**src/rtl/int2sp_pkg.sv**
```systemverilog
package int2sp_pkg;
    localparam int SRC_W    = 64;
    localparam int EXP_W    = 8;
    localparam int FRAC_W   = 23;
    localparam int FP_W     = 1 + EXP_W + FRAC_W;
    localparam int EXP_BIAS = 127;

    typedef enum logic [1:0] {
        RND_NEAR_EVEN = 2'b00,
        RND_DOWN      = 2'b01,
        RND_UP        = 2'b10,
        RND_ZERO      = 2'b11
    } rnd_e;

    typedef struct packed {
        logic              sign;
        logic              zero;
        logic [EXP_W-1:0]  exp;
        logic [SRC_W-1:0]  norm;
    } norm_t;
endpackage

```
**src/rtl/int2sp_norm.sv**
```systemverilog
module int2sp_norm
    import int2sp_pkg::*;
(
    input  logic [SRC_W-1:0] src_i,
    input  logic             use64_i,
    output norm_t            norm_o
);
    localparam int LZ_W = $clog2(SRC_W) + 1;

    logic [SRC_W-1:0] ext_w;
    logic [SRC_W-1:0] mag_w;
    logic [LZ_W-1:0]  lz_w;

    always_comb begin
        ext_w = use64_i ? src_i : {{(SRC_W-32){src_i[31]}}, src_i[31:0]};
        mag_w = ext_w[SRC_W-1] ? (~ext_w + 1'b1) : ext_w;
        lz_w  = LZ_W'(SRC_W);
        for (int i = 0; i < SRC_W; i++) begin
            if (mag_w[i]) lz_w = LZ_W'(SRC_W - 1 - i);
        end
        norm_o.sign = ext_w[SRC_W-1];
        norm_o.zero = (mag_w == '0);
        norm_o.norm = mag_w << lz_w;
        norm_o.exp  = EXP_W'(EXP_BIAS + SRC_W - 1 - int'(lz_w));
    end
endmodule

```
**src/rtl/int2sp_round.sv**
```systemverilog
module int2sp_round
    import int2sp_pkg::*;
(
    input  norm_t             norm_i,
    input  rnd_e              rnd_i,
    output logic [FP_W-1:0]   fp_o,
    output logic              inexact_o
);
    localparam int KEEP = FRAC_W + 1;
    localparam int DROP = SRC_W - KEEP;

    logic [KEEP-1:0]  mant_w;
    logic             guard_w;
    logic             rest_w;
    logic             lost_w;
    logic             up_w;
    logic [KEEP:0]    sum_w;
    logic [EXP_W-1:0] exp_w;

    always_comb begin
        mant_w  = norm_i.norm[SRC_W-1 -: KEEP];
        guard_w = norm_i.norm[DROP-1];
        rest_w  = |norm_i.norm[DROP-2:0];
        lost_w  = guard_w | rest_w;
        unique case (rnd_i)
            RND_NEAR_EVEN: up_w = guard_w & (rest_w | mant_w[0]);
            RND_DOWN:      up_w = lost_w & norm_i.sign;
            RND_UP:        up_w = lost_w & ~norm_i.sign;
            default:       up_w = 1'b0;
        endcase
        sum_w = {1'b0, mant_w} + (KEEP+1)'(up_w);
        exp_w = norm_i.exp + EXP_W'(sum_w[KEEP]);
        if (norm_i.zero) begin
            fp_o      = '0;
            inexact_o = 1'b0;
        end else begin
            fp_o      = {norm_i.sign, exp_w, sum_w[FRAC_W-1:0]};
            inexact_o = lost_w;
        end
    end
endmodule

```
**src/rtl/int2sp_lanes.sv**
```systemverilog
module int2sp_lanes #(
    parameter int VEC_W = 256
) (
    input  logic             merge3_i,
    input  logic [VEC_W-1:0] dst_i,
    input  logic [VEC_W-1:0] src1_i,
    output logic [VEC_W-33:0] upper_o
);
    generate
        if (VEC_W > 128) begin : g_wide
            always_comb begin
                upper_o = merge3_i ? {{(VEC_W-128){1'b0}}, src1_i[127:32]}
                                   : dst_i[VEC_W-1:32];
            end
        end else begin : g_narrow
            always_comb begin
                upper_o = merge3_i ? src1_i[VEC_W-1:32] : dst_i[VEC_W-1:32];
            end
        end
    endgenerate
endmodule

```
**src/rtl/int2sp_merge.sv**
```systemverilog
module int2sp_merge
    import int2sp_pkg::*;
#(
    parameter int VEC_W = 256
) (
    input  logic             clk,
    input  logic             rst_n,
    input  logic             in_valid,
    output logic             in_ready,
    input  logic [63:0]      src_int,
    input  logic             sel64,
    input  logic             mode64,
    input  logic [1:0]       rnd_mode,
    input  logic             merge3,
    input  logic [VEC_W-1:0] dst_vec,
    input  logic [VEC_W-1:0] src1_vec,
    output logic             out_valid,
    input  logic             out_ready,
    output logic [VEC_W-1:0] res_vec,
    output logic             inexact
);
    localparam int UP_W = VEC_W - FP_W;

    typedef struct packed {
        logic              s1_v;
        norm_t             s1_norm;
        rnd_e              s1_rnd;
        logic [UP_W-1:0]   s1_upper;
        logic              s2_v;
        logic [FP_W-1:0]   s2_fp;
        logic              s2_inx;
        logic [UP_W-1:0]   s2_upper;
    } pipe_t;

    pipe_t st_d, st_q;

    norm_t           norm_w;
    logic [UP_W-1:0] upper_w;
    logic [FP_W-1:0] fp_w;
    logic            inx_w;
    logic            adv2_w;

    int2sp_norm u_norm (
        .src_i   (src_int),
        .use64_i (sel64 & mode64),
        .norm_o  (norm_w)
    );

    int2sp_lanes #(.VEC_W(VEC_W)) u_lanes (
        .merge3_i (merge3),
        .dst_i    (dst_vec),
        .src1_i   (src1_vec),
        .upper_o  (upper_w)
    );

    int2sp_round u_round (
        .norm_i    (st_q.s1_norm),
        .rnd_i     (st_q.s1_rnd),
        .fp_o      (fp_w),
        .inexact_o (inx_w)
    );

    always_comb begin
        st_d     = st_q;
        adv2_w   = ~st_q.s2_v | out_ready;
        in_ready = ~st_q.s1_v | adv2_w;
        if (adv2_w) begin
            st_d.s2_v     = st_q.s1_v;
            st_d.s2_fp    = fp_w;
            st_d.s2_inx   = inx_w;
            st_d.s2_upper = st_q.s1_upper;
        end
        if (in_ready) begin
            st_d.s1_v     = in_valid;
            st_d.s1_norm  = norm_w;
            st_d.s1_rnd   = rnd_e'(rnd_mode);
            st_d.s1_upper = upper_w;
        end
    end

    always_ff @(posedge clk or negedge rst_n) begin
        if (!rst_n) st_q <= '0;
        else        st_q <= st_d;
    end

    assign out_valid = st_q.s2_v;
    assign res_vec   = {st_q.s2_upper, st_q.s2_fp};
    assign inexact   = st_q.s2_inx;


    hold_stable_chk: assert property (@(posedge clk) disable iff (!rst_n)
        out_valid && !out_ready |=> out_valid && $stable(res_vec) && $stable(inexact));


    ready_full_chk: assert property (@(posedge clk) disable iff (!rst_n)
        !in_ready |-> out_valid && !out_ready && st_q.s1_v);


    zero_exact_chk: assert property (@(posedge clk) disable iff (!rst_n)
        out_valid && res_vec[FP_W-2:0] == '0 |-> !inexact);


    inexact_range_chk: assert property (@(posedge clk) disable iff (!rst_n)
        out_valid && inexact |-> res_vec[FP_W-2:FRAC_W] >= EXP_W'(EXP_BIAS + FRAC_W + 1));


    norm_msb_chk: assert property (@(posedge clk) disable iff (!rst_n)
        st_q.s1_v && !st_q.s1_norm.zero |-> st_q.s1_norm.norm[SRC_W-1]);
endmodule

```
**config.mk**
```make
export PLATFORM = sky130hd
export DESIGN_NAME = int2sp_merge
export DESIGN_NICKNAME = d
export VERILOG_FILES = /design/src/rtl/int2sp_pkg.sv /design/src/rtl/int2sp_norm.sv /design/src/rtl/int2sp_round.sv /design/src/rtl/int2sp_lanes.sv /design/src/rtl/int2sp_merge.sv
export SDC_FILE = /design/constraint.sdc
export NUM_CORES = 1
export LEC_CHECK = 0
export ABC_AREA = 1
export ABC_CLOCK_PERIOD_IN_PS = 3350
export BUFFER_PORTS_ARGS = -buffer_cell sky130_fd_sc_hd__buf_2
export CAP_MARGIN = 20
export CORE_AREA = 2 2 326 328
export CTS_CLUSTER_SIZE = 8
export DETAILED_ROUTE_END_ITERATION = 8
export DIE_AREA = 0 0 328 330
export GPL_TIMING_DRIVEN = 1
export PLACE_DENSITY_LB_ADDON = 0.15
export RECOVER_POWER = 50
export SLEW_MARGIN = 20
export SYNTH_ARGS = -nofsm -noshare
export SYNTH_HDL_FRONTEND = slang
export SYNTH_HIERARCHICAL = 1
export SYNTH_SLANG_ARGS = --single-unit
```
**constraint.sdc**
```tcl
create_clock -name clk -period 3.35 [get_ports clk]
set_input_delay 0.1675 -clock clk [delete_from_list [all_inputs] [get_ports clk]]
set_output_delay 0.1675 -clock clk [all_outputs]
set_load 0.01 [all_outputs]
```
Word-level counts from Yosys, hierarchy flattened

Cells that the tools add are included.

Bits in registers: 559
Input bits: 585

Reduce and logical (&&, ||, !) cells: 3
Add/subtract/negate cells: 4
Eq/ne operators: 2
Shift-type cells: 1
Mux-type cells: 70
Bitwise gates (word level): 12

Operator list:

| kind                  | number |
|---|---|
| $mux 7                | 64 |
| $mux 224              | 1 |
| $mux 64               | 2 |
| $add 64x1->64 const B | 1 |
| $logic_not 64->1      | 1 |
| $not 64->64           | 1 |
| $shl 64x7->64         | 1 |
| $reduce_or 39->1      | 1 |
| $mux 32               | 1 |
| $add 24x1->25         | 1 |
| $add 8x1->8           | 1 |
| $sub 8x7->8 const A   | 1 |
| $and 1x1->1           | 4 |
| $or 1x1->1            | 4 |
| $not 1->1             | 3 |
| $pmux 1 s3            | 1 |
| $eq 2x1->1 const B    | 1 |
| $eq 2x2->1 const B    | 1 |
| $logic_not 2->1       | 1 |
| $mux 1                | 1 |

Depth between registers and ports, before layout

Gate-level depths: netlist of the first run.

Depth in word-level cells: 70
Mapped depth: 84

Modules after synthesis

Netlist of the first run, hierarchy kept.

By module, submodules not included:

| module       | instances | area an instance (um^2) | cells an instance | sequential area each (um^2) |
|---|---|---|---|---|
| int2sp_merge | 1         | 24457.2                 | 2713              | 13988.4 |
| int2sp_norm  | 1         | 7019.2                  | 1461              | 0.0 |
| int2sp_lanes | 1         | 2257.2                  | 580               | 0.0 |
| int2sp_round | 1         | 1028.5                  | 214               | 0.0 |

Worst setup path before layout of the first run

OpenSTA, ideal clock, no wires.

Kind: input-to-reg
Start: input src_int[0]
End: register st_q[554] (netlist name)
Setup time: 117 ps
Required time: 3233 ps
Stages: 50
Arrival: 4971 ps
Setup slack: -1739 ps
Buffers on the path: 2
Path through: inv_2 > ha_1 > nand3_1 > inv_1 > nand3_1 > inv_1 > nand4_1 > nor2_1 > nand3_1 > nor3_2 > nand2_1 > nor3_2 > and3_1 > inv_1 > nor3_1 > inv_1 > nor2_2 > nand2_1 > (+14 left out) > nand2_1 > nand2_1 > nand2_1 > nand2_1 > nand2_1 > nand2_1 > nand2_2 > nand2_2 > buf_6 > buf_4 > ha_1 > nand2_1 > nor2_1 > nand3_1 > o21ai_1 > inv_1 > nand2_1 > nand2_1

RTL lines:

| item                 | RTL line           | text |
|---|---|---|
| from (decl)          | int2sp_merge.sv:10 | `input logic [63:0] src_int,` |
| to (signal assigned) | int2sp_merge.sv:83 | `else st_q <= st_d;` |
| to (decl)            | int2sp_merge.sv:35 | `pipe_t st_d, st_q;` |

==> metrics.txt, run 1 <==
footprint of the multi-input gates 0.0191 mm²; Synth Instances a little under 5000; ANT nets after route 0; Clock Power Share 0.297; DRT iter0 DRCs ~3100; dpl ws -2630 ps; # port buffers around 650; first-pass GRT wire length roughly 200000 µm; final slew viol count 69; Sw Pwr between 9 and 10 mW; sequential area share after synthesis 0.402; Layout Nets approximately 6500; sequential share of power 0.335; Rel. slew slack -0.314; Yosys reg bits 559; Post-Synthesis Net Count 5563; Die Wd around 330 µm; HP Class in2reg; CTS root buffer clkbuf_16; critical path class in2reg; initial antenna violation count 1; Syn Std Cell Area around 0.035 mm²; clock buffer depth 3; Starting Density 0.332; synth unique cells 47; CTS tree done; I/O pin cnt ~840; endpoint class of the critical path register; Post-synth EDFFs 0; Lkg Pwr 25.9 nW; Clock transition at path regs ~50 ps; commonest non-fill, non-tap cell in the layout nand2_1; Core Area between 0.1 and 0.15 mm²; Tmin final between 5000 and 6000 ps; Routed wire per std cell approximately 18 µm; CP Data Arrival Time between 5000 and 6000 ps; ys async rst share 1.00; Fillers about 11000; Worst R2R End res_vec[29]; Final Setup Violations between 70 and 80; vias in the first global route approximately 35000; CP startpoint kind input port; die area 0.108 mm²; yosys warns 6; Pre-antenna DRT Iters 5; clk_lat worst skew 660 ps; largest net degree at the start of global routing approximately 210; drc violations 0; Fin. Hold Viols 0; worst r2r path cells 24; Top delay family on crit path simple AND/OR/NAND/NOR gates; commonest non-fill, non-tap cells in the layout nand2_1 (1759), dfrtp_1 (557), buf_2 (531), nand3_1 (436), buf_4 (371); register area ~0.014 mm²; post-route insts no fill ~7300; layout cells sized above 1 0.285; worst-path fanout max 13; post-synth top area share 0.402; die height about 330 µm; placed cell count ~6800; maximum VDD drop 0.000437 V; maximum clock rate 0.197 GHz; setup slack, reg-to-reg 100 ps; CP max stage delay around 360 ps; Synth area leader dfrtp_1; WP data required 3890 ps; r2r startpoint st_q[499]; status finished, violations left; RSZ-0062 raised after global routing yes; Mean Syn Cell Area roughly 7.0 µm²; Sw Share 0.375; post-DP HPWL roughly 86000 µm; final WL 133000 µm; hold endpoint st_q[354]; HP Start merge3; Synth Flop Type dfrtp_1; via count between 30000 and 40000; period utilization 1.51; top post-synthesis cells by area dfrtp_1 (40%), nand2_1 (20%), nand3_1 (11%), buf_4 (6.6%), nand4_1 (5.8%); Tot GR Track Use 0.235; cts bufs inserted ~80; standard-cell rows about 120; P_int ~16 mW; Max H-tree Level 3; Tot Pwr roughly 26 mW; Area growth, synth to finish 42.3%; clock sinks 559; total gr overflow 0; PD cells ~520 mW/mm²; vias per cell 4.96; Gate power share 0.368; Most common cell on crit path nand2_1; setup TNS -115830 ps; Crit path buffers/inverters 9; gpl congestion between 0.9 and 1; hold path depth 4; Worst Skew approximately 39 ps; failing checks capacitance limit, slew limit, setup timing; setup ws final -1710 ps; Max Cap Viol 1; CP max-delay cell or3_4; Slew @ Worst Pin 1970 ps
-- per-layer routing --
layer  track usage  vias up  routed length, µm  part of all wire
met2         0.364     1249              60100              0.45
met5             0        -                  0                 0
met1         0.329    17200              60500              0.46
met3        0.0416      232               7900             0.060
met4        0.0800        0               4240             0.032
li1              -    17700                  -                 -
-- worst min-delay path: stages --
cell and delay, ps:
buf_6 240, nor2_1 160, nand2_1 50, nand2_1 40
-- registers in the layout, indices dropped and copies added (netlist names) --
| register | cells |
|---|---|
| st_q | 301 |
| inexact | 1 |
| res_vec | 256 |
| out_valid | 1 |
-- worst max-delay path by stage --
stage	start	endpoint	slack, ps	cells past startpoint
6_report	src_int[0]	st_q[542]	-1710	45
5_1_grt	src_int[0]	st_q[546]	-2170	76
4_1_cts	src_int[0]	st_q[516]	-1550	44
3_5_place_dp	src_int[0]	st_q[525]	-2630	41
3_3_place_gp	src_int[0]	st_q[484]	-2680	78
2_1_floorplan	src_int[0]	st_q[541]	-1440	51
-- power groups by stage --
stage	combinational (mW)	clock, mW	sequential (mW)
finish	9.53	7.68	8.65
global route	10.4	8.20	8.78
CTS	8.86	7.91	8.64
detailed placement	7.50	0	8.74
global placement	7.49	0	8.72
floorplan	5.10	0	8.45
-- final cells by class --
class | instances | area share
multi-input cells | 3517 | 0.386
flip-flops and latches | 559 | 0.283
well taps | 1391 | 0.0352
diodes | 1 | 0.0000506
repair buffers | 1462 | 0.225
inverters | 292 | 0.0235
clock inverters | 7 | 0.00248
clock buffers | 97 | 0.0445
-- synth_stat cells, types with 5 or more instances --
master / n
nand4_1: 320
o21ai_1: 25
nor2_2: 12
inv_1: 269
nor3_1: 13
nand3_2: 12
buf_2: 229
nor2_4: 5
o21ai_0: 30
nor3_2: 9
a21oi_1: 38
clkbuf_1: 42
buf_4: 307
xnor2_1: 11
nand2_2: 13
buf_6: 11
o211ai_1: 6
a31oi_1: 7
inv_2: 19
dfrtp_1: 559
ha_1: 10
xor2_1: 46
nand2_1: 1866
nor2_1: 310
buf_1: 12
nand3_1: 750
-- cells by family (layout without fill, tap and decap cells) --
kind of cell / after synthesis / after routing / synth area share
simple gates: 3328 / 3329 / 0.419
buf+inv: 893 / 1858 / 0.140
flops: 559 / 559 / 0.402
compound gates: 118 / 118 / 0.0188
xor+xnor: 60 / 60 / 0.0158
fa+ha+maj: 10 / 10 / 0.00360
other cells: 0 / 1 / 0
-- repair_timing --
action                     4_1_cts  5_1_grt
setup buffers                   51       12
setup endpoints to repair       77       78
hold endpoints to repair       447        0
pin swaps                      115       57
gates resized for setup        441      242
gates cloned                    20        0
hold buffers                   337        0
-- per-stage QoR --
stage | utilization | hold slack, ps | area [µm²]
after floorplan | - | -128 | 35100
after global placement | 0.381 | 174 | 39800
final | 0.472 | 103 | 49500
after CTS | 0.462 | 32.4 | 48400
after detailed placement | 0.381 | 167 | 39800
after global routing | 0.472 | 95.0 | 49500
Note: power is estimated with default switching activity, not from simulation.
==> run 2, diff against run 1 <==
Settings changed: CORE_AREA 2 2 326 328 to 2 2 330 332, DIE_AREA 0 0 328 330 to 0 0 332 334, SYNTH_HIERARCHICAL 1 to not set.
==> metrics.txt, run 2 <==
Max H-tree Level 3 (unchanged); Synth Instances 4382 (-12%); Starting Density 0.294 (-0.0383); Yosys reg bits 559 (unchanged); Compound-Gate Fraction of Synth Area 0.0775 (+0.0588); failing checks capacitance limit, slew limit, setup timing; maximum VDD drop 0.000369 V (-15%); CP max stage delay 300 ps (-60 ps); Die Wd 332 µm (+1.2%); WP data required 3900 ps (about the same); standard-cell rows 121 (+1.7%); Worst Skew 37.5 ps (-1.39 ps); Mean Syn Cell Area 7.23 µm² (+3.3%); CTS root buffer clkbuf_16; post-route insts no fill 7001 (-4.4%); Area growth, synth to finish 55.2%; Max Cap Viol 1 (unchanged); HP Class in2reg; final WL 125000 µm (-5.8%); top post-synthesis cells by area dfrtp_1 (44%), nand2_1 (19%), nand3_1 (9.2%), buf_4 (6.2%), o21ai_0 (3.7%); # port buffers 651 (unchanged); die height 334 µm (+1.2%); Synth Flop Type dfrtp_1; Post-Synthesis Net Count 4977 (-11%); largest family of logic cells by synthesized area simple AND/OR/NAND/NOR gates; Routed wire per std cell 17.9 µm (-1.4%); die area 0.111 mm² (+2.4%); drc violations 0 (unchanged); Layout Nets 6156 (-5.4%); endpoint class of the critical path register; critical path class in2reg; Fin. Hold Viols 0 (unchanged); post-synth top area share 0.442 (+0.0392); clock sinks 559 (unchanged); vias in the first global route 32600 (-7.8%); dpl ws -2510 ps (+119 ps); commonest non-fill, non-tap cell in the layout nand2_1; Final Setup Violations 89 (+22%); DRT iter0 DRCs 2104 (-33%); Synth area leader dfrtp_1; via count 33200 (-8.6%); ANT nets after route 0 (unchanged); CP max-delay cell nand3b_1; layout cells sized above 1 0.359 (+0.0733); yosys warns 0 (-6); Lkg Pwr 24.3 nW (-6.3%); final instance area 0.0491 mm² (-0.63%); first-pass GRT wire length 191000 µm (-6.3%); Core Area 0.108 mm² (+3.0%); Pre-antenna DRT Iters 6 (+1); top cells by count, synth nand2_1 (1627), nand3_1 (582), dfrtp_1 (559); maximum clock rate 0.205 GHz (+4.0%); Most common cell on crit path nand2_1; initial antenna violation count 10 (+9); RSZ-0062 raised after global routing yes; worst-path fanout max 7 (-6); Post-DP Area 0.0385 mm² (-3.3%); max reg flops 301 (unchanged); largest net degree at the start of global routing 219 (+6.3%); placed cell count 6461 (-5.0%); hold slack final 129 ps (+25.3 ps); CP startpoint kind input port; sequential area share after synthesis 0.442 (+0.0392); cts bufs inserted 82 (unchanged); Post-synth EDFFs 0 (unchanged); clk_lat worst skew 640 ps (-20 ps); post-DP HPWL 86100 µm (+0.33%); setup ws final -1520 ps (+195 ps); I/O pin cnt 844 (unchanged); gpl congestion 0.877 (-3.9%); CTS tree done; adder-cell share of the synthesized area 0.00395 (+0.000351); xor-xnor portion of the synthesized cell area 0.0178 (+0.00201); vias per cell 4.74 (-4.4%); synth unique cells 51 (+8.5%); PD cells 544 mW/mm² (+4.0%); status finished, violations left; Rel. slew slack -1.07 (-0.751); Tot GR Track Use 0.217 (-0.0175); commonest non-fill, non-tap cells in the layout nand2_1 (1460), buf_2 (564), dfrtp_1 (559), buf_4 (496), dlygate4sd3_1 (330); Simple-Gate Fraction of Synth Area 0.334 (-0.0854); Largest Register st_q; final slew viol count 45 (-35%); most common cell in the synthesized netlist nand2_1; ys async rst share 1.00 (unchanged); Syn Std Cell Area 0.0317 mm² (-8.9%); clock buffer depth 3 (unchanged); Clock transition at path regs 50 ps (about the same); multiplexer area fraction after synthesis 0 (unchanged); Tmin final 4870 ps (-195 ps); total gr overflow 0 (unchanged); period utilization 1.45 (-0.0583); Slew @ Worst Pin 3100 ps (+1130 ps); CP Data Arrival Time 5420 ps (-190 ps)
run 2: kinds of logic after synthesis:
kind of cell | after synthesis
DFF | 559
and+or+nand+nor | 2553
AOI/OAI and AO/OA | 435
adders and majority gates | 10
buffers and inverters | 765
xor gates and xnor gates | 60
run 2: stage by stage:
step	power, mW	util	setup TNS, ps
after floorplan	13.2	-	-85380
after global placement	16.4	0.357	-177250
after detailed placement	16.4	0.357	-176330
after CTS	26.1	0.441	-107860
after global routing	28.2	0.456	-220840
final	26.7	0.456	-108550
run 2: layout make-up:
type                            count  area [µm²]
Antenna cell                       10        25.0
Clock buffer                       90        2130
Clock inverter                     10         184
Fill cell                       10800       58600
Inverter                          257        1030
Multi-Input combinational cell   3058       17700
Sequential cell                   559       14000
Tap cell                         1414        1770
Timing Repair Buffer             1603       12300
run 2: layer usage:
metal / track usage / up-vias / share of wire
met1: 0.294 / 15800 / 0.45
met4: 0.0864 / 0 / 0.042
li1: - / 16200 / -
met3: 0.0315 / 283 / 0.047
met5: 0 / - / 0
met2: 0.349 / 965 / 0.46
run 2: worst paths after layout:
check / startpoint / to / slack, ps / cells after the start
max: src_int[1] / st_q[533] / -1520 / 70
min: out_ready / res_vec[196] / 130 / 5
max reg2reg: st_q[496] / res_vec[30] / -1260 / 32
min reg2reg: st_q[276] / res_vec[50] / 440 / 2
max in group asynchronous: rst_n / st_q[452] / 160 / 4
min in group asynchronous: rst_n / st_q[535] / 1110 / 2
run 2: report_power, final:
group	switching, mW	total (mW)	internal [mW]
Clock	3.13	7.63	4.50
Combinational	6.03	10.5	4.47
Sequential	0.710	8.59	7.88
run 2: critical path, delay by kind of cell:
| family | cells | cell delay (ps) |
|---|---|---|
| buffers and inverters | 6 | 660 |
| adder cells (fa/ha/maj) | 1 | 140 |
| XOR/XNOR | 1 | 140 |
| AND/OR/NAND/NOR | 62 | 4290 |
run 2: what timing repair did:
item / CTS / global route
pin swaps: 175 / 136
endpoints found under the hold margin: 532 / 0
cloned: 18 / 1
buffers inserted: 80 / 29
hold buffers: 330 / 0
gates resized for setup: 517 / 375
endpoints found under the setup margin: 92 / 93
